## src/rtl/warp16_pkg.sv

```systemverilog
package warp16_pkg;

    typedef enum logic [2:0] {
        ST_IDLE,
        ST_PREP,
        ST_FETCH,
        ST_DRAIN,
        ST_EMIT,
        ST_FINISH
    } warp_state_e;

endpackage

```

## src/rtl/warp_axis.sv

```systemverilog
// Maps one grid index onto one source axis: integer base, clamped
// next neighbour, 8-bit fraction and a flag for a neighbour past the edge.
module warp_axis #(
    parameter int COORD_W   = 8,
    parameter int GRID_LOG2 = 4,
    parameter int FRAC_W    = 8
) (
    input  logic [GRID_LOG2-1:0] idx,
    input  logic [COORD_W-1:0]   dim,
    output logic [COORD_W-1:0]   base,
    output logic [COORD_W-1:0]   nxt,
    output logic [FRAC_W-1:0]    frac,
    output logic                 past_edge
);
    localparam int PROD_W = GRID_LOG2 + COORD_W;
    localparam int PAD_W  = FRAC_W - GRID_LOG2;
    localparam int POS_W  = PROD_W + PAD_W;

    logic [PROD_W-1:0] prod;
    logic [POS_W-1:0]  pos;
    logic [COORD_W:0]  nxt_raw;

    always_comb begin
        prod      = PROD_W'(idx) * PROD_W'(dim);
        pos       = {prod, {PAD_W{1'b0}}};
        base      = pos[POS_W-1 -: COORD_W];
        frac      = pos[FRAC_W-1:0];
        nxt_raw   = {1'b0, base} + 1'b1;
        past_edge = (nxt_raw >= {1'b0, dim});
        nxt       = past_edge ? (dim - 1'b1) : nxt_raw[COORD_W-1:0];
    end

    always_comb begin
        if (dim != '0) begin
            AST_BASE_IN_BOX: assert (base < dim);
        end
    end

endmodule

```

## src/rtl/warp_mac.sv

```systemverilog
// Weighted four-tap accumulator with round-half-up and saturation.
module warp_mac #(
    parameter int PIX_W  = 8,
    parameter int FRAC_W = 8
) (
    input  logic              clk,
    input  logic              rst_n,
    input  logic              clear,
    input  logic              en,
    input  logic [1:0]        tap,
    input  logic [FRAC_W-1:0] fx,
    input  logic [FRAC_W-1:0] fy,
    input  logic              zero_x,
    input  logic              zero_y,
    input  logic [PIX_W-1:0]  pix,
    output logic [PIX_W-1:0]  result
);
    localparam int WGT_W  = FRAC_W + 1;
    localparam int PROD_W = 2 * WGT_W;
    localparam int TERM_W = PROD_W + PIX_W;
    localparam int ACC_W  = TERM_W + 2;
    localparam int RND_SH = 2 * FRAC_W;
    localparam logic [WGT_W-1:0] ONE     = WGT_W'(1 << FRAC_W);
    localparam logic [ACC_W-1:0] HALF    = ACC_W'(1) << (RND_SH - 1);
    localparam logic [PIX_W-1:0] PIX_MAX = {PIX_W{1'b1}};

    logic [WGT_W-1:0]  wx, wy;
    logic [PROD_W-1:0] wgt;
    logic [TERM_W-1:0] term;
    logic              kill;
    logic [ACC_W-1:0]  acc_q;
    logic [ACC_W-1:0]  rnd, shifted;

    always_comb begin
        wx   = tap[0] ? {1'b0, fx} : (ONE - {1'b0, fx});
        wy   = tap[1] ? {1'b0, fy} : (ONE - {1'b0, fy});
        wgt  = PROD_W'(wx) * PROD_W'(wy);
        kill = (tap[0] & zero_x) | (tap[1] & zero_y);
        term = kill ? '0 : TERM_W'(wgt) * TERM_W'(pix);
    end

    always_ff @(posedge clk) begin
        if (!rst_n)      acc_q <= '0;
        else if (clear)  acc_q <= '0;
        else if (en)     acc_q <= acc_q + ACC_W'(term);
    end

    always_comb begin
        rnd     = acc_q + HALF;
        shifted = rnd >> RND_SH;
        result  = (shifted > ACC_W'(PIX_MAX)) ? PIX_MAX : shifted[PIX_W-1:0];
    end

    AST_ACC_MONOTONIC: assert property (@(posedge clk) disable iff (!rst_n)
        (en && !clear) |=> (acc_q >= $past(acc_q)));

endmodule

```

## src/rtl/warp_ctrl.sv

```systemverilog
// Sequencer: latches the job, walks 256 grid pixels, four taps each.
module warp_ctrl
    import warp16_pkg::*;
#(
    parameter int COORD_W   = 8,
    parameter int GRID_LOG2 = 4
) (
    input  logic                     clk,
    input  logic                     rst_n,
    input  logic                     start,
    input  logic [COORD_W-1:0]       box_h,
    input  logic [COORD_W-1:0]       box_w,
    input  logic                     edge_zero,
    output logic [COORD_W-1:0]       h_q,
    output logic [COORD_W-1:0]       w_q,
    output logic                     zero_q,
    output logic [2*GRID_LOG2-1:0]   px_idx,
    output logic [1:0]               tap,
    output logic [1:0]               acc_tap,
    output logic                     src_re,
    output logic                     acc_clr,
    output logic                     acc_en,
    output logic                     out_we,
    output logic                     done
);
    localparam int NPIX_W = 2 * GRID_LOG2;
    localparam logic [NPIX_W-1:0] LAST_PX  = '1;
    localparam logic [1:0]        LAST_TAP = 2'd3;

    warp_state_e state_q, state_d;

    // state register
    always_ff @(posedge clk) begin
        if (!rst_n) state_q <= ST_IDLE;
        else        state_q <= state_d;
    end

    // next state
    always_comb begin
        state_d = state_q;
        unique case (state_q)
            ST_IDLE:   if (start) state_d = ST_PREP;
            ST_PREP:   state_d = ST_FETCH;
            ST_FETCH:  if (tap == LAST_TAP) state_d = ST_DRAIN;
            ST_DRAIN:  state_d = ST_EMIT;
            ST_EMIT:   state_d = (px_idx == LAST_PX) ? ST_FINISH : ST_PREP;
            ST_FINISH: state_d = ST_IDLE;
            default:   state_d = ST_IDLE;
        endcase
    end

    // outputs
    always_comb begin
        src_re  = 1'b0;
        acc_clr = 1'b0;
        out_we  = 1'b0;
        done    = 1'b0;
        unique case (state_q)
            ST_IDLE:   ;
            ST_PREP:   acc_clr = 1'b1;
            ST_FETCH:  src_re  = 1'b1;
            ST_DRAIN:  ;
            ST_EMIT:   out_we  = 1'b1;
            ST_FINISH: done    = 1'b1;
            default:   ;
        endcase
    end

    // job latch and counters
    always_ff @(posedge clk) begin
        if (!rst_n) begin
            h_q     <= COORD_W'(1);
            w_q     <= COORD_W'(1);
            zero_q  <= 1'b0;
            px_idx  <= '0;
            tap     <= '0;
            acc_tap <= '0;
            acc_en  <= 1'b0;
        end else begin
            acc_en  <= src_re;
            acc_tap <= tap;
            if (state_q == ST_IDLE && start) begin
                h_q    <= (box_h == '0) ? COORD_W'(1) : box_h;
                w_q    <= (box_w == '0) ? COORD_W'(1) : box_w;
                zero_q <= edge_zero;
                px_idx <= '0;
            end
            if (state_q == ST_PREP)  tap <= '0;
            if (state_q == ST_FETCH) tap <= tap + 1'b1;
            if (state_q == ST_EMIT)  px_idx <= px_idx + 1'b1;
        end
    end

    AST_DONE_AFTER_LAST: assert property (@(posedge clk) disable iff (!rst_n)
        done |-> ($past(out_we) && $past(px_idx) == LAST_PX));

    AST_DIMS_HELD: assert property (@(posedge clk) disable iff (!rst_n)
        (state_q != ST_IDLE) |=> ($stable(h_q) && $stable(w_q) && $stable(zero_q)));

    AST_DONE_SINGLE: assert property (@(posedge clk) disable iff (!rst_n)
        done |=> !done);

endmodule

```

## src/rtl/bbox_warp16.sv

```systemverilog
module bbox_warp16 #(
    parameter int PIX_W     = 8,
    parameter int COORD_W   = 8,
    parameter int GRID_LOG2 = 4,
    parameter int FRAC_W    = 8
) (
    input  logic                   clk,
    input  logic                   rst_n,
    input  logic                   start,
    input  logic [COORD_W-1:0]     box_h,
    input  logic [COORD_W-1:0]     box_w,
    input  logic                   edge_zero,
    output logic                   src_re,
    output logic [COORD_W-1:0]     src_row,
    output logic [COORD_W-1:0]     src_col,
    input  logic [PIX_W-1:0]       src_data,
    output logic                   out_we,
    output logic [2*GRID_LOG2-1:0] out_addr,
    output logic [PIX_W-1:0]       out_data,
    output logic                   done
);
    localparam int NPIX_W = 2 * GRID_LOG2;
    localparam int NAXIS  = 2;   // 0: rows (y), 1: columns (x)

    logic [COORD_W-1:0] h_q, w_q;
    logic               zero_q;
    logic [NPIX_W-1:0]  px_idx;
    logic [1:0]         tap, acc_tap;
    logic               acc_clr, acc_en;

    logic [GRID_LOG2-1:0] ax_idx  [NAXIS];
    logic [COORD_W-1:0]   ax_dim  [NAXIS];
    logic [COORD_W-1:0]   ax_base [NAXIS];
    logic [COORD_W-1:0]   ax_nxt  [NAXIS];
    logic [FRAC_W-1:0]    ax_frac [NAXIS];
    logic                 ax_past [NAXIS];

    warp_ctrl #(
        .COORD_W   (COORD_W),
        .GRID_LOG2 (GRID_LOG2)
    ) u_ctrl (
        .clk       (clk),
        .rst_n     (rst_n),
        .start     (start),
        .box_h     (box_h),
        .box_w     (box_w),
        .edge_zero (edge_zero),
        .h_q       (h_q),
        .w_q       (w_q),
        .zero_q    (zero_q),
        .px_idx    (px_idx),
        .tap       (tap),
        .acc_tap   (acc_tap),
        .src_re    (src_re),
        .acc_clr   (acc_clr),
        .acc_en    (acc_en),
        .out_we    (out_we),
        .done      (done)
    );

    assign ax_idx[0] = px_idx[NPIX_W-1 -: GRID_LOG2];
    assign ax_idx[1] = px_idx[GRID_LOG2-1:0];
    assign ax_dim[0] = h_q;
    assign ax_dim[1] = w_q;

    for (genvar a = 0; a < NAXIS; a++) begin : g_axis
        warp_axis #(
            .COORD_W   (COORD_W),
            .GRID_LOG2 (GRID_LOG2),
            .FRAC_W    (FRAC_W)
        ) u_axis (
            .idx       (ax_idx[a]),
            .dim       (ax_dim[a]),
            .base      (ax_base[a]),
            .nxt       (ax_nxt[a]),
            .frac      (ax_frac[a]),
            .past_edge (ax_past[a])
        );
    end

    // tap bit 1 selects the lower row, bit 0 the right column
    assign src_row  = tap[1] ? ax_nxt[0] : ax_base[0];
    assign src_col  = tap[0] ? ax_nxt[1] : ax_base[1];
    assign out_addr = px_idx;

    warp_mac #(
        .PIX_W  (PIX_W),
        .FRAC_W (FRAC_W)
    ) u_mac (
        .clk    (clk),
        .rst_n  (rst_n),
        .clear  (acc_clr),
        .en     (acc_en),
        .tap    (acc_tap),
        .fx     (ax_frac[1]),
        .fy     (ax_frac[0]),
        .zero_x (zero_q & ax_past[1]),
        .zero_y (zero_q & ax_past[0]),
        .pix    (src_data),
        .result (out_data)
    );

    // checking state
    logic [2:0]        rd_in_px;
    logic [NPIX_W-1:0] last_addr;

    always_ff @(posedge clk) begin
        if (!rst_n) begin
            rd_in_px  <= '0;
            last_addr <= '0;
        end else begin
            if (acc_clr)     rd_in_px <= '0;
            else if (src_re) rd_in_px <= rd_in_px + 1'b1;
            if (out_we)      last_addr <= out_addr;
        end
    end

    AST_FOUR_READS_PER_PIXEL: assert property (@(posedge clk) disable iff (!rst_n)
        out_we |-> (rd_in_px == 3'd4));

    AST_READ_IN_BOX: assert property (@(posedge clk) disable iff (!rst_n)
        src_re |-> ((src_row < h_q) && (src_col < w_q)));

    AST_RASTER_STEP: assert property (@(posedge clk) disable iff (!rst_n)
        (out_we && out_addr != '0) |-> (out_addr == NPIX_W'(last_addr + 1'b1)));

    AST_NO_WRITE_WHILE_READ: assert property (@(posedge clk) disable iff (!rst_n)
        !(out_we && src_re));

endmodule

```

## config.mk

```make
export PLATFORM = sky130hd
export DESIGN_NAME = bbox_warp16
export DESIGN_NICKNAME = d
export VERILOG_FILES = /design/src/rtl/warp16_pkg.sv /design/src/rtl/warp_axis.sv /design/src/rtl/warp_mac.sv /design/src/rtl/warp_ctrl.sv /design/src/rtl/bbox_warp16.sv
export SDC_FILE = /design/constraint.sdc
export NUM_CORES = 1
export LEC_CHECK = 0
export ABC_CLOCK_PERIOD_IN_PS = 13500
export BUFFER_PORTS_ARGS = -buffer_cell sky130_fd_sc_hd__buf_4
export CAP_MARGIN = 20
export CORE_ASPECT_RATIO = 1.1
export CORE_MARGIN = 10
export CORE_UTILIZATION = 50
export DETAILED_ROUTE_END_ITERATION = 10
export PLACE_DENSITY = 0.71
export SLEW_MARGIN = 20
export SYNTH_ARGS = -nofsm -noshare
export SYNTH_HDL_FRONTEND = slang
export SYNTH_SLANG_ARGS = --single-unit
```

## constraint.sdc

```tcl
create_clock -name clk -period 13.5 [get_ports clk]
set_input_delay 2.025 -clock clk [delete_from_list [all_inputs] [get_ports clk]]
set_output_delay 2.025 -clock clk [all_outputs]
set_load 0.02 [all_outputs]
```

---- After elaboration in Yosys (flattened, before gate mapping) ----
Index checks and enable logic that the tools add are counted.
operators by class
  $add $sub $neg .......................... 10
  multiply operators ...................... 4
  magnitude comparators ................... 3
  equality and inequality tests ........... 9
  mux-type cells .......................... 22
  bitwise logic cells ..................... 6
  reductions and logical operators ........ 8
operator list
  cell                                                                              number
  8-bit two-way mux                                                                 9
  28-bit by 16-bit adder with 28-bit output, second input constant                  1
  28-bit by 26-bit adder with 28-bit output                                         1
  18-bit by 8-bit multiplier with 26-bit output                                     1
  26-bit two-way mux                                                                1
  4-bit by 8-bit multiplier with 12-bit output                                      2
  8-bit by 1-bit adder with 9-bit output, second input constant                     2
  9-bit by 8-bit >= comparator with 1-bit output                                    2
  9-bit by 9-bit multiplier with 18-bit output                                      1
  9-bit two-way mux                                                                 2
  9-bit by 8-bit subtractor with 9-bit output, first input constant                 2
  8-bit zero test                                                                   2
  8-bit by 1-bit subtractor with 8-bit output, second input constant                2
  3-bit one-hot mux with 5 select lines                                             1
  12-bit by 8-bit greater-than comparator with 1-bit output, second input constant  1
  3-bit two-way mux                                                                 3
  8-bit by 1-bit adder with 8-bit output, second input constant                     1
  8-bit == test, second input constant                                              1
  3-bit by 2-bit == test with 1-bit output, second input constant                   2
  3-bit == test, second input constant                                              2
  1-bit AND                                                                         4
  1-bit two-way mux                                                                 4
  2-bit two-way mux                                                                 2
  2-bit nonzero test                                                                2
  other kinds (11)                                                                  11
word-level totals
  register bits after elaboration ......... 61
  input bits .............................. 28
  output and inout bits ................... 35
  word-level logic and storage cells ...... 71

---- Longest topological paths before layout ----
Gate-level depths: netlist (run 1).
  word-level depth ........................ 8
  depth in mapped cells ................... 44

---- Hierarchy ----
A second synthesis (run 1) with hierarchy kept.
second synthesis, totals
  cell total of the unflattened synthesis .. 1805
  area total of the unflattened synthesis .. 14899.3 um^2
modules (own cells, without submodules)
  module       times used  cells an instance  area an instance (um^2)
  warp_mac     1           1242               9965.8
  warp_axis    2           190                1626.6
  warp_ctrl    1           163                1405.1
  bbox_warp16  1           20                 275.3

---- Worst setup path before layout (run 1) ----
OpenSTA, ideal clock, no wires.
  kind .................................... register to register
  start point ............................. register u_ctrl.px_idx[7]
  end point ............................... register u_mac.acc_q[27]
  library setup time ...................... 0.128 ns
  data arrival time ....................... 11.136 ns
  data required time ...................... 13.372 ns
  slack ................................... 2.236 ns
  cell stages (with the launch flop) ...... 43
  buffers on the path ..................... 1
  cells stage by stage .................... dfxtp_1 -> clkbuf_1 -> nand2_1 -> fa_1 -> inv_1 -> fa_1 -> inv_1 -> fa_1 -> nor4bb_1 -> nand3_1 -> fa_1 -> fa_1 -> inv_1 -> fa_1 -> ha_1 -> ha_1 -> fa_1 -> xor2_1 -> [... 7 more ...] -> fa_1 -> inv_1 -> ha_1 -> or2_2 -> a21oi_1 -> nor3_1 -> o311a_1 -> o21ai_0 -> a21oi_1 -> nor4b_1 -> ha_1 -> nor2b_1 -> o21ai_0 -> o21ai_0 -> nand2_1 -> a31oi_1 -> xnor2_1 -> nor2_1
between the ends
  longest elaborated chain between the ends .. 8
  elaborated cells on any way between the ends .. 12
ends and longest elaborated chain
  element                                                                                                RTL line         text
  start, declared                                                                                        warp_ctrl.sv:17  output logic [2*GRID_LOG2-1:0] px_idx,
  start signal, assigned                                                                                 warp_ctrl.sv:90  if (state_q == ST_EMIT) px_idx <= px_idx + 1'b1;
  4-bit by 8-bit multiplier with 12-bit output *                                                         warp_axis.sv:24  prod = PROD_W'(idx) * PROD_W'(dim);
  parallel branches: the longest is 5 deep, another holds 18-bit by 8-bit multiplier with 26-bit output  -
  26-bit two-way mux *                                                                                   warp_mac.sv:39   term = kill ? '0 : TERM_W'(wgt) * TERM_W'(pix);
  28-bit by 26-bit adder with 28-bit output *                                                            warp_mac.sv:45   else if (en) acc_q <= acc_q + ACC_W'(term);
  end signal, assigned                                                                                   warp_mac.sv:45
  end, declared                                                                                          warp_mac.sv:31   logic [ACC_W-1:0] acc_q;
Every way passes the cells marked *.
A chain may end at the register's enable or synchronous reset.

---- Final worst setup path (run 1) ----
Ends and elaborated chain as after synthesis.

==> metrics.txt, run 1 <==
# TYPE chip_impl_metric gauge
chip_impl_metric{name="post-route-min-period",unit="ns"} 11.87
chip_impl_metric{name="synthesis_warning_total",unit=""} 0
chip_impl_metric{name="cap_viol_max_count",unit=""} 0
chip_impl_metric{name="via_count_of_the_first_global_routing_pass",unit=""} 8613
chip_impl_metric{name="postLayoutSetupSlackWorst",unit="ns"} 1.63
chip_impl_metric{name="holdBufCountCts",unit=""} 0
chip_impl_metric{name="starting_utilization_of_the_core_area",unit="%"} 50.7
chip_impl_metric{name="post-route-period-util",unit="%"} 87.9
chip_impl_metric{name="path_clk_slew",unit="ns"} 0.08
chip_impl_metric{name="timing.hold.ws",unit="ns"} 0.474
chip_impl_metric{name="pwr_total",unit="mW"} 0.501
chip_impl_metric{name="antenna_violations_before_repair",unit=""} 0
chip_impl_metric{name="postSynthAreaPerCell",unit="µm²"} 7.85
chip_impl_info{name="tritoncts",value="built"} 1
chip_impl_metric{name="ioPinCount",unit=""} 63
chip_impl_metric{name="final_nets",unit=""} 1555
chip_impl_metric{name="antenna_diode_count",unit=""} 0
chip_impl_metric{name="critical_path.max_fanout",unit=""} 12
chip_impl_metric{name="syn_to_final_growth",unit="%"} 8.00
chip_impl_metric{name="die_x",unit="µm"} 155
chip_impl_metric{name="timing.max_slew.rel_slack",unit="%"} 41.3
chip_impl_info{name="root_buffer",value="clkbuf_16"} 1
chip_impl_info{name="cp_common_cell",value="fa_1"} 1
chip_impl_metric{name="finalSetupTns",unit="ns"} 0
chip_impl_metric{name="drtIter0Drc",unit=""} 371
chip_impl_metric{name="dp_slack",unit="ns"} 1.64
chip_impl_metric{name="via_count",unit=""} 8694
chip_impl_metric{name="number_of_buffers_inserted_by_post_cts_setup_repair",unit=""} 0
chip_impl_info{name="min-delay-start",value="u_mac.acc_q[12]"} 1
chip_impl_metric{name="timing.clock.skew",unit="ns"} 0.0131
chip_impl_metric{name="finalHoldViolCount",unit=""} 0
chip_impl_metric{name="critical_path_arrival",unit="ns"} 12.06
chip_impl_metric{name="dp_hpwl",unit="µm"} 18800
chip_impl_metric{name="worst-endpoint-required",unit="ns"} 13.69
chip_impl_info{name="end_kind",value="register"} 1
chip_impl_metric{name="critical_path_buf_inv_count",unit=""} 5
chip_impl_metric{name="cpPeakStageDelay",unit="ns"} 0.62
chip_impl_metric{name="insertion_delay",unit="ns"} 0.31
chip_impl_metric{name="worst_pin_slew",unit="ns"} 0.873
chip_impl_info{name="worstReg2RegStart",value="u_ctrl.px_idx[7]"} 1
chip_impl_metric{name="postSynthNetCount",unit=""} 1522
chip_impl_info{name="path_delay_family",value="adder cells"} 1
chip_impl_metric{name="synth-async-reset-ratio",unit="%"} 0
chip_impl_metric{name="power_density",unit="nW/µm²"} 46.4
chip_impl_metric{name="cts.path.max_buffers",unit=""} 2
chip_impl_metric{name="viasPerCell",unit=""} 5.57
chip_impl_metric{name="drt_pass1_iterations",unit=""} 7
chip_impl_metric{name="grt_first_pass_wirelength",unit="µm"} 39900
chip_impl_metric{name="globalRouteOverflowTotal",unit=""} 0
chip_impl_metric{name="die_area",unit="µm²"} 26100
chip_impl_metric{name="yosys_register_bits",unit=""} 53
chip_impl_info{name="origin_of_the_worst_setup_path",value="u_ctrl.px_idx[7]"} 1
chip_impl_metric{name="coreArea",unit="µm²"} 19700
chip_impl_info{name="yosys_most_used_dff",value="dfxtp_1"} 1
chip_impl_metric{name="grt_max_degree",unit=""} 27
chip_impl_info{name="timing_worst_setup_path_type",value="register to register"} 1
chip_impl_info{name="layout.cells.most_common_list",value="nand2_1, inv_1, ha_1"} 1
chip_impl_metric{name="globalRouteTotalUtil",unit="%"} 17.6
chip_impl_info{name="hp-class",value="register to register"} 1
chip_impl_metric{name="finalSetupViolCount",unit=""} 0
chip_impl_info{name="timing.critical_path.from_type",value="register"} 1
chip_impl_info{name="run_status",value="completed"} 1
chip_impl_info{name="critical-path-slowest-cell",value="fa_1"} 1
chip_impl_metric{name="drive_gt1_share",unit="%"} 7.42
chip_impl_metric{name="fp-row-count",unit=""} 54
chip_impl_metric{name="worst_ir_drop_vdd",unit="mV"} 0.0541
chip_impl_metric{name="die_height",unit="µm"} 168
chip_impl_metric{name="fillers",unit=""} 1926
chip_impl_metric{name="mappedNetlistArea",unit="µm²"} 10000
chip_impl_info{name="unrepaired_setup_endpoints_after_global_routing",value="no"} 1
chip_impl_metric{name="synth_enable_flop_cells",unit=""} 0
chip_impl_metric{name="clock.fmax",unit="MHz"} 84.2
chip_impl_metric{name="drcViolationCount",unit=""} 0
chip_impl_metric{name="rd_place_congestion",unit=""} 0.882
chip_impl_metric{name="synth.yosys.seq_area_share",unit="%"} 10.6
chip_impl_metric{name="antenna_left",unit=""} 0
chip_impl_metric{name="synthesis.instances",unit=""} 1274
chip_impl_metric{name="clkSinkCount",unit=""} 53
chip_impl_metric{name="ys_types",unit=""} 73
chip_impl_metric{name="report.final.slew_viol_count",unit=""} 0
chip_impl_metric{name="tritoncts.num_buffers",unit=""} 5
chip_impl_metric{name="port_buf_inserts",unit=""} 62
chip_impl_metric{name="number_of_levels_in_the_clock_h_tree",unit=""} 2
chip_impl_metric{name="leakage_dissipation",unit="nW"} 5.34
chip_impl_info{name="mostFrequentLayoutCell",value="nand2_1"} 1
chip_impl_metric{name="cts_resized",unit=""} 0
chip_impl_metric{name="route.detailed.wl_per_inst",unit="µm"} 14.6
chip_impl_metric{name="finalWirelength",unit="µm"} 22800
cell usage after synthesis (33+ instances only):
cell type | n | share of area (%)
nand2_1 | 153 | 5.7
xnor2_1 | 47 | 4.1
o21ai_0 | 37 | 1.9
fa_1 | 83 | 17
and2_1 | 87 | 5.4
nor3_1 | 33 | 1.7
ha_1 | 137 | 17
nand3_1 | 34 | 1.7
nor2_1 | 99 | 3.7
a21oi_1 | 70 | 3.5
dfxtp_1 | 53 | 11
inv_1 | 144 | 5.4
clkbuf_1 | 33 | 1.2
metal layers:
metal / vias to the layer above / part of all wire (%) / track usage, %
li1: 4391 / - / -
met1: 4158 / 45 / 21.5
met2: 124 / 51 / 32.3
met3: 21 / 3.5 / 2.29
met4: 0 / 1.0 / 2.63
met5: - / 0 / 0
flip-flops by register name (all words and copies together), names as in the netlist:
signal          count
u_ctrl.state_q      3
u_mac.acc_q        20
u_ctrl.w_q          8
u_ctrl.tap          2
u_ctrl.zero_q       1
u_ctrl.acc_tap      2
u_ctrl.h_q          8
u_ctrl.acc_en       1
u_ctrl.px_idx       8
worst paths after layout:
check | to | slack [ns] | depth (start not counted)
worst max-delay path | u_mac.acc_q[27] | 1.63 | 42
worst min-delay path | u_mac.acc_q[12] | 0.47 | 2
worst max register to register | u_mac.acc_q[27] | 1.63 | 42
worst min register to register | u_mac.acc_q[12] | 0.47 | 2
final cells by class:
type / count / area [µm²] / area share (%)
multi-input combinational: 1034 / 8230 / 76.2
inverter: 148 / 556 / 5.14
clock inverter: 3 / 28.8 / 0.266
clock buffer: 5 / 125 / 1.16
timing repair buffer: 65 / 488 / 4.52
sequential: 53 / 1060 / 9.82
tap: 252 / 315 / 2.92
logic make-up after synthesis:
logic type | share of synthesized area, %
buffers and inverters | 7.19
XOR/XNOR | 6.82
adder cells (fa/ha/maj) | 33.7
flip-flops | 10.6
AO/OA/AOI/OAI | 15.0
multiplexers | 2.14
AND/OR/NAND/NOR | 24.5
through the flow:
step / std cells / utilization, % / instance area, µm²
3_3_place_gp: 1552 / 54.0 / 10700
3_5_place_dp: 1552 / 54.0 / 10700
4_1_cts: 1560 / 54.8 / 10800
5_1_grt: 1560 / 54.8 / 10800
2_1_floorplan: 1274 / - / 10000
6_report: 1560 / 54.8 / 10800
power breakdown:
part	switching, mW	leakage (nW)	total (mW)	internal, mW
sequential	0.0223	0.430	0.188	0.166
combinational	0.106	4.84	0.177	0.0707
clock	0.0649	0.0763	0.136	0.0712
total	0.193	5.34	0.501	0.308
worst reg2reg max path, delay by kind of cell, from the launching register on:
kind | cells | cell delay, ns
buffers and inverters | 5 | 0.27
multiplexers | 1 | 0.25
flip-flops | 1 | 0.57
adder cells (fa/ha/maj) | 15 | 6.93
AND/OR/NAND/NOR | 11 | 1.57
AO/OA/AOI/OAI | 8 | 1.68
XOR/XNOR | 2 | 0.47
Power figures use the tool's default switching activity.
==> run 2, diff against run 1 <==
--- a/config.mk
+++ b/config.mk
@@ -11,7 +11,9 @@
 export CORE_ASPECT_RATIO = 1.1
 export CORE_MARGIN = 10
 export CORE_UTILIZATION = 50
+export CTS_BUF_LIST = sky130_fd_sc_hd__clkbuf_4
 export DETAILED_ROUTE_END_ITERATION = 10
+export MAX_ROUTING_LAYER = met4
 export PLACE_DENSITY = 0.71
 export SLEW_MARGIN = 20
 export SYNTH_ARGS = -nofsm -noshare
==> run 2 against run 1 <==
Worst hold slack improved by 0.011 ns. Count of clock-buffer cells in the layout unchanged. Routed wire length decreased by 0.13%. Register-to-register slack got worse by 0.03 ns. Power decreased by 11%. Design area decreased by 0.81%. Critical path type unchanged. Die area unchanged. Sequential share of layout area increased by 0.080 points. Non-clock buffer count unchanged. Sequential power about the same.
==> metrics.txt, run 2 (synthesis results as in run 1) <==
# TYPE chip_impl_metric gauge
chip_impl_info{name="run_status",value="completed"} 1
chip_impl_metric{name="globalRouteOverflowTotal",unit=""} 0
chip_impl_metric{name="antenna_left",unit=""} 0
chip_impl_metric{name="stdcell_area",unit="µm²"} 10700
chip_impl_metric{name="cpPeakStageDelay",unit="ns"} 0.62
chip_impl_metric{name="critical_path.max_fanout",unit=""} 12
chip_impl_info{name="timing_worst_setup_path_type",value="register to register"} 1
chip_impl_info{name="hp-class",value="register to register"} 1
chip_impl_metric{name="finalSetupTns",unit="ns"} 0
chip_impl_metric{name="drtIter0Drc",unit=""} 392
chip_impl_metric{name="final_nets",unit=""} 1555
chip_impl_metric{name="critical_path_arrival",unit="ns"} 12.21
chip_impl_metric{name="route.detailed.wl_per_inst",unit="µm"} 14.6
chip_impl_info{name="critical-path-slowest-cell",value="fa_1"} 1
chip_impl_metric{name="dp_cells",unit=""} 1552
chip_impl_info{name="tritoncts",value="built"} 1
chip_impl_metric{name="die_height",unit="µm"} 168
chip_impl_metric{name="worst_ir_drop_vdd",unit="mV"} 0.0410
chip_impl_metric{name="timing.max_slew.rel_slack",unit="%"} 41.2
chip_impl_metric{name="path_clk_slew",unit="ns"} 0.19
chip_impl_metric{name="finalHoldViolCount",unit=""} 0
chip_impl_metric{name="report.final.slew_viol_count",unit=""} 0
chip_impl_metric{name="coreArea",unit="µm²"} 19700
chip_impl_metric{name="route.met3.wl",unit="µm"} 522
chip_impl_metric{name="worst-endpoint-required",unit="ns"} 13.81
chip_impl_info{name="mostFrequentLayoutCell",value="nand2_1"} 1
chip_impl_metric{name="dp_slack",unit="ns"} 1.64
chip_impl_metric{name="timing.clock.skew",unit="ns"} 0.0227
chip_impl_metric{name="largest_reg_flops",unit=""} 20
chip_impl_metric{name="grt_max_degree",unit=""} 27
chip_impl_metric{name="leakage_dissipation",unit="nW"} 5.30
chip_impl_metric{name="port_buf_inserts",unit=""} 62
chip_impl_metric{name="grt_first_pass_wirelength",unit="µm"} 39800
chip_impl_metric{name="drt_pass1_iterations",unit=""} 7
chip_impl_metric{name="r2r.worst_path.cells",unit=""} 42
chip_impl_metric{name="via_count_of_the_first_global_routing_pass",unit=""} 8619
chip_impl_metric{name="final_util",unit="%"} 54.3
chip_impl_metric{name="cap_viol_max_count",unit=""} 0
chip_impl_metric{name="die_x",unit="µm"} 155
chip_impl_info{name="crit-reg2reg-capture",value="u_mac.acc_q[27]"} 1
chip_impl_metric{name="met2_wirelength",unit="µm"} 11500
chip_impl_metric{name="layout.cells.non_filler",unit=""} 1560
chip_impl_info{name="cp_common_cell",value="fa_1"} 1
chip_impl_metric{name="drive_gt1_share",unit="%"} 7.42
chip_impl_metric{name="antenna_diode_count",unit=""} 0
chip_impl_metric{name="dp_hpwl",unit="µm"} 18800
chip_impl_info{name="unrepaired_setup_endpoints_after_global_routing",value="no"} 1
chip_impl_metric{name="timing.hold.ws",unit="ns"} 0.484
chip_impl_metric{name="die_area",unit="µm²"} 26100
chip_impl_metric{name="rd_place_congestion",unit=""} 0.896
chip_impl_info{name="worstReg2RegStart",value="u_ctrl.px_idx[7]"} 1
chip_impl_metric{name="holdBufCountCts",unit=""} 0
chip_impl_info{name="highest_layer",value="met4"} 1
chip_impl_metric{name="worst_pin_slew",unit="ns"} 0.875
chip_impl_info{name="path_delay_family",value="adder cells"} 1
chip_impl_metric{name="clock.fmax",unit="MHz"} 84.0
chip_impl_metric{name="antenna_violations_before_repair",unit=""} 0
chip_impl_metric{name="clkSinkCount",unit=""} 53
chip_impl_metric{name="ioPinCount",unit=""} 63
chip_impl_metric{name="power_density",unit="nW/µm²"} 41.8
chip_impl_metric{name="syn_to_final_growth",unit="%"} 7.13
chip_impl_metric{name="finalWirelength",unit="µm"} 22800
chip_impl_metric{name="drcViolationCount",unit=""} 0
chip_impl_metric{name="met1Wirelength",unit="µm"} 10500
chip_impl_info{name="layout.cells.most_common_list",value="nand2_1, inv_1, ha_1"} 1
chip_impl_metric{name="post_dp_cell_area",unit="µm²"} 10700
chip_impl_metric{name="globalRouteTotalUtil",unit="%"} 18.0
chip_impl_metric{name="starting_utilization_of_the_core_area",unit="%"} 50.7
chip_impl_metric{name="cts_resized",unit=""} 0
chip_impl_metric{name="via_count",unit=""} 8666
chip_impl_info{name="timing.critical_path.from_type",value="register"} 1
chip_impl_metric{name="hold-path-cell-count",unit=""} 2
chip_impl_metric{name="viasPerCell",unit=""} 5.56
chip_impl_metric{name="number_of_buffers_inserted_by_post_cts_setup_repair",unit=""} 0
chip_impl_metric{name="critical_path_buf_inv_count",unit=""} 5
chip_impl_info{name="regMostFlops",value="u_mac.acc_q"} 1
chip_impl_metric{name="fp-row-count",unit=""} 54
chip_impl_metric{name="insertion_delay",unit="ns"} 0.42
chip_impl_metric{name="finalSetupViolCount",unit=""} 0
chip_impl_info{name="worst_hold_path_endpoint",value="u_mac.acc_q[12]"} 1
chip_impl_metric{name="tritoncts.num_buffers",unit=""} 5
chip_impl_info{name="root_buffer",value="clkbuf_4"} 1
chip_impl_info{name="end_kind",value="register"} 1
chip_impl_metric{name="post-route-min-period",unit="ns"} 11.91
chip_impl_metric{name="pwr_total",unit="mW"} 0.448
chip_impl_metric{name="cts.path.max_buffers",unit=""} 2
chip_impl_metric{name="reg2reg_setup_slack",unit="ns"} 1.59
chip_impl_metric{name="post-route-period-util",unit="%"} 88.2
chip_impl_info{name="min-delay-start",value="u_mac.acc_q[12]"} 1
chip_impl_metric{name="postLayoutSetupSlackWorst",unit="ns"} 1.59
chip_impl_metric{name="number_of_levels_in_the_clock_h_tree",unit=""} 2
-- run 2: worst register-to-register path: cells and delay by family, from the launching register on --
| family | cells | cell delay [ns] |
|---|---|---|
| compound gates | 8 | 1.68 |
| xor+xnor | 2 | 0.46 |
| fa+ha+maj | 15 | 6.94 |
| buf+inv | 5 | 0.27 |
| flops | 1 | 0.61 |
| mux | 1 | 0.25 |
| simple gates | 11 | 1.57 |
-- run 2: how the worst max path moves through the flow --
stage                     cells after the start               to        startpoint  slack, ns
after floorplan                              42  u_mac.acc_q[27]  u_ctrl.px_idx[7]       2.24
after global placement                       41  u_mac.acc_q[27]  u_ctrl.px_idx[7]       1.98
after detailed placement                     42  u_mac.acc_q[26]  u_ctrl.px_idx[7]       1.64
after CTS                                    42  u_mac.acc_q[27]  u_ctrl.px_idx[7]       1.59
after global routing                         42  u_mac.acc_q[26]  u_ctrl.px_idx[7]       0.90
final                                        42  u_mac.acc_q[27]  u_ctrl.px_idx[7]       1.59
-- run 2: where the power goes --
group / total [mW] / internal [mW] / leakage [nW] / switching (mW)
Sequential: 0.189 / 0.166 / 0.430 / 0.0223
Clock: 0.0828 / 0.0227 / 0.0377 / 0.0601
Combinational: 0.177 / 0.0707 / 4.84 / 0.106
Total: 0.448 / 0.260 / 5.30 / 0.188
-- run 2: cell type report --
| cell class | instances | area (µm²) |
|---|---|---|
| multi-input cells | 1034 | 8230 |
| repair buffers | 65 | 488 |
| well taps | 252 | 315 |
| clock inverters | 3 | 28.8 |
| inverters | 148 | 556 |
| fillers | 1932 | 9010 |
| clock buffers | 5 | 37.5 |
| flip-flops and latches | 53 | 1060 |
-- run 2: metal layers --
layer  GRT usage, %  up-vias
li1               -     4394
met1           21.7     4129
met2           32.2      123
met3           1.81       20
met4           2.71        0
met5              -        -
==> run 3, diff against run 2 <==
--- a/config.mk
+++ b/config.mk
@@ -5,7 +5,7 @@
 export SDC_FILE = /design/constraint.sdc
 export NUM_CORES = 1
 export LEC_CHECK = 0
-export ABC_CLOCK_PERIOD_IN_PS = 13500
+export ABC_CLOCK_PERIOD_IN_PS = 10290
 export BUFFER_PORTS_ARGS = -buffer_cell sky130_fd_sc_hd__buf_4
 export CAP_MARGIN = 20
 export CORE_ASPECT_RATIO = 1.1
@@ -14,8 +14,8 @@
 export CTS_BUF_LIST = sky130_fd_sc_hd__clkbuf_4
 export DETAILED_ROUTE_END_ITERATION = 10
 export MAX_ROUTING_LAYER = met4
-export PLACE_DENSITY = 0.71
-export SLEW_MARGIN = 20
+export PLACE_DENSITY = 0.73
+export SLEW_MARGIN = 25
 export SYNTH_ARGS = -nofsm -noshare
 export SYNTH_HDL_FRONTEND = slang
 export SYNTH_SLANG_ARGS = --single-unit
==> constraint.sdc (replaced) <==
create_clock -name clk -period 10.29 [get_ports clk]
set_input_delay 0.5145 -clock clk [delete_from_list [all_inputs] [get_ports clk]]
set_output_delay 0.5145 -clock clk [all_outputs]
set_load 0.02 [all_outputs]
==> run 3 against run 2 <==
Cell count is 4.6% higher. Worst setup slack worse by 1.7 ns. Design area is 9.3% higher. Routed wire length is 5.9% higher. Largest power group is now combinational cells. Maximum frequency is 15% higher. Clock skew is 0.0039 ns lower. The flow now finishes with violations (setup timing).
==> metrics.txt, run 3 (synthesis results as in run 1) <==
# TYPE chip_impl_metric gauge
chip_impl_metric{name="viasPerCell",unit=""} 5.61
chip_impl_metric{name="rd_place_congestion",unit=""} 0.873
chip_impl_metric{name="drive_gt1_share",unit="%"} 17.6
chip_impl_metric{name="drtIter0Drc",unit=""} 371
chip_impl_metric{name="antenna_violations_before_repair",unit=""} 0
chip_impl_info{name="cp_common_cell",value="fa_1"} 1
chip_impl_metric{name="timing.hold.ws",unit="ns"} 0.326
chip_impl_metric{name="number_of_levels_in_the_clock_h_tree",unit=""} 2
chip_impl_metric{name="tritoncts.num_buffers",unit=""} 5
chip_impl_metric{name="syn_to_final_growth",unit="%"} 17.1
chip_impl_info{name="unrepaired_setup_endpoints_after_global_routing",value="yes"} 1
chip_impl_metric{name="starting_utilization_of_the_core_area",unit="%"} 50.7
chip_impl_metric{name="insertion_delay",unit="ns"} 0.42
chip_impl_metric{name="largest_reg_flops",unit=""} 20
chip_impl_metric{name="coreArea",unit="µm²"} 19700
chip_impl_metric{name="cap_viol_max_count",unit=""} 0
chip_impl_metric{name="ioPinCount",unit=""} 63
chip_impl_metric{name="final_nets",unit=""} 1627
chip_impl_metric{name="globalRouteTotalUtil",unit="%"} 18.2
chip_impl_metric{name="timing.clock.skew",unit="ns"} 0.0187
chip_impl_info{name="layout.cells.most_common_list",value="nand2_1, inv_1, buf_4"} 1
chip_impl_metric{name="critical_path_arrival",unit="ns"} 10.68
chip_impl_metric{name="hold-path-cell-count",unit=""} 3
chip_impl_metric{name="worst_ir_drop_vdd",unit="mV"} 0.0526
chip_impl_metric{name="worst-endpoint-required",unit="ns"} 10.61
chip_impl_metric{name="drcViolationCount",unit=""} 0
chip_impl_metric{name="fillers",unit=""} 1816
chip_impl_metric{name="fp-row-count",unit=""} 54
chip_impl_metric{name="via_count_of_the_first_global_routing_pass",unit=""} 8864
chip_impl_info{name="timing.critical_path.from_type",value="register"} 1
chip_impl_metric{name="route.detailed.wl_per_inst",unit="µm"} 14.8
chip_impl_metric{name="power_density",unit="nW/µm²"} 52.8
chip_impl_metric{name="reg2reg_setup_slack",unit="ns"} -0.07
chip_impl_metric{name="globalRouteOverflowTotal",unit=""} 0
chip_impl_metric{name="post-route-min-period",unit="ns"} 10.36
chip_impl_metric{name="die_area",unit="µm²"} 26100
chip_impl_info{name="crit-reg2reg-capture",value="u_mac.acc_q[27]"} 1
chip_impl_info{name="critical-path-slowest-cell",value="fa_1"} 1
chip_impl_metric{name="post-route-period-util",unit="%"} 101
chip_impl_info{name="hp-class",value="input port to register"} 1
chip_impl_info{name="run_status",value="finished, violations left"} 1
chip_impl_metric{name="port_buf_inserts",unit=""} 62
chip_impl_metric{name="clkSinkCount",unit=""} 53
chip_impl_metric{name="grt_max_degree",unit=""} 27
chip_impl_metric{name="die_x",unit="µm"} 155
chip_impl_metric{name="dp_slack",unit="ns"} -0.290
chip_impl_metric{name="drt_pass1_iterations",unit=""} 5
chip_impl_info{name="violations",value="setup timing"} 1
chip_impl_metric{name="post_dp_cell_area",unit="µm²"} 11200
chip_impl_metric{name="timing.max_slew.rel_slack",unit="%"} 37.2
chip_impl_metric{name="finalHoldViolCount",unit=""} 0
chip_impl_metric{name="finalSetupViolCount",unit=""} 2
chip_impl_info{name="worst_hold_path_endpoint",value="u_ctrl.h_q[2]"} 1
chip_impl_metric{name="dp_hpwl",unit="µm"} 19400
chip_impl_metric{name="r2r.worst_path.cells",unit=""} 45
chip_impl_metric{name="worst_pin_slew",unit="ns"} 0.941
chip_impl_info{name="worstReg2RegStart",value="u_ctrl.px_idx[6]"} 1
chip_impl_metric{name="critical_path_buf_inv_count",unit=""} 10
chip_impl_info{name="mostFrequentLayoutCell",value="nand2_1"} 1
chip_impl_metric{name="finalWirelength",unit="µm"} 24200
chip_impl_metric{name="stdcell_area",unit="µm²"} 11700
chip_impl_metric{name="die_height",unit="µm"} 168
chip_impl_metric{name="cts.path.max_buffers",unit=""} 2
chip_impl_metric{name="layout.cells.non_filler",unit=""} 1632
chip_impl_metric{name="clock.fmax",unit="MHz"} 96.6
chip_impl_metric{name="postLayoutSetupSlackWorst",unit="ns"} -0.0661
chip_impl_metric{name="antenna_left",unit=""} 0
chip_impl_metric{name="grt_first_pass_wirelength",unit="µm"} 40300
chip_impl_metric{name="antenna_diode_count",unit=""} 0
chip_impl_metric{name="dp_cells",unit=""} 1605
chip_impl_info{name="timing_worst_setup_path_type",value="register to register"} 1
chip_impl_metric{name="cpPeakStageDelay",unit="ns"} 0.54
chip_impl_metric{name="via_count",unit=""} 9154
chip_impl_metric{name="report.final.slew_viol_count",unit=""} 0
chip_impl_metric{name="leakage_dissipation",unit="nW"} 5.75
chip_impl_info{name="regMostFlops",value="u_mac.acc_q"} 1
chip_impl_info{name="path_delay_family",value="adder cells"} 1
chip_impl_metric{name="critical_path.max_fanout",unit=""} 4
chip_impl_info{name="root_buffer",value="clkbuf_4"} 1
chip_impl_metric{name="path_clk_slew",unit="ns"} 0.17
chip_impl_info{name="min-delay-start",value="box_h[2]"} 1
chip_impl_info{name="tritoncts",value="built"} 1
chip_impl_info{name="end_kind",value="register"} 1
[run 3: cell types whose count changed in the layout (fill, tap and decap cells not counted), moves of 6 or more]
cell	delta
inv_1	-10
inv_2	+10
a21oi_2	+7
ha_1	-10
nand2_1	-7
o21ai_0	-7
a21oi_1	-8
dfxtp_2	+7
buf_4	+67
nand2_2	+6
ha_4	+9
dfxtp_1	-9
[run 3: worst max path at each step]
stage	depth (start not counted)	slack [ns]	start	end
6_report	45	-0.07	u_ctrl.px_idx[6]	u_mac.acc_q[27]
5_1_grt	43	-0.45	u_ctrl.px_idx[6]	u_mac.acc_q[27]
4_1_cts	42	-0.09	u_ctrl.px_idx[5]	u_mac.acc_q[27]
3_5_place_dp	42	-0.29	u_ctrl.px_idx[7]	u_mac.acc_q[27]
3_3_place_gp	38	-0.05	u_ctrl.px_idx[7]	u_mac.acc_q[25]
2_1_floorplan	41	0.004	u_ctrl.px_idx[3]	u_mac.acc_q[27]
[run 3: stage by stage]
stage / TNS, ns / power (mW) / util, %
after floorplan: 0 / 0.414 / -
after global placement: -0.0784 / 0.492 / 56.5
after detailed placement: -1.12 / 0.496 / 56.5
after CTS: -0.147 / 0.612 / 58.3
after global routing: -2.19 / 0.660 / 59.4
final: -0.107 / 0.618 / 59.4
[run 3: layout make-up]
cell class / count / area (µm²) / share of cell area [%]
Multi-Input combinational cell: 1034 / 8650 / 73.8
Clock inverter: 3 / 33.8 / 0.288
Clock buffer: 5 / 37.5 / 0.320
Tap cell: 252 / 315 / 2.69
Timing Repair Buffer: 137 / 1050 / 8.94
Inverter: 148 / 556 / 4.74
Sequential cell: 53 / 1080 / 9.19
[run 3: power by group]
group          leakage (nW)  internal (mW)  switching, mW
Clock                0.0381         0.0297         0.0804
Combinational          5.28          0.113          0.154
Sequential            0.434          0.218         0.0229
[run 3: what timing repair did]
item	in CTS	in global routing
buffers inserted	13	7
hold buffers	0	0
pin swaps	30	60
setup endpoints to repair	6	8
resized for setup	37	44
[run 3: metal layers]
layer,up-vias,routed length [µm],GRT usage [%],share of wire (%)
li1,4530,-,-,-
met2,162,12300,32.3,51
met3,39,713,1.78,3.0
met5,-,0,-,0
met1,4423,10700,21.7,44
met4,0,430,3.66,1.8
[run 3: worst register-to-register path: cells and delay by family, from the launching register on]
family | cells | cell delay, ns
buf+inv | 10 | 0.94
xor+xnor | 3 | 0.43
simple gates | 12 | 1.10
compound gates | 5 | 1.08
fa+ha+maj | 15 | 6.34
flops | 1 | 0.39
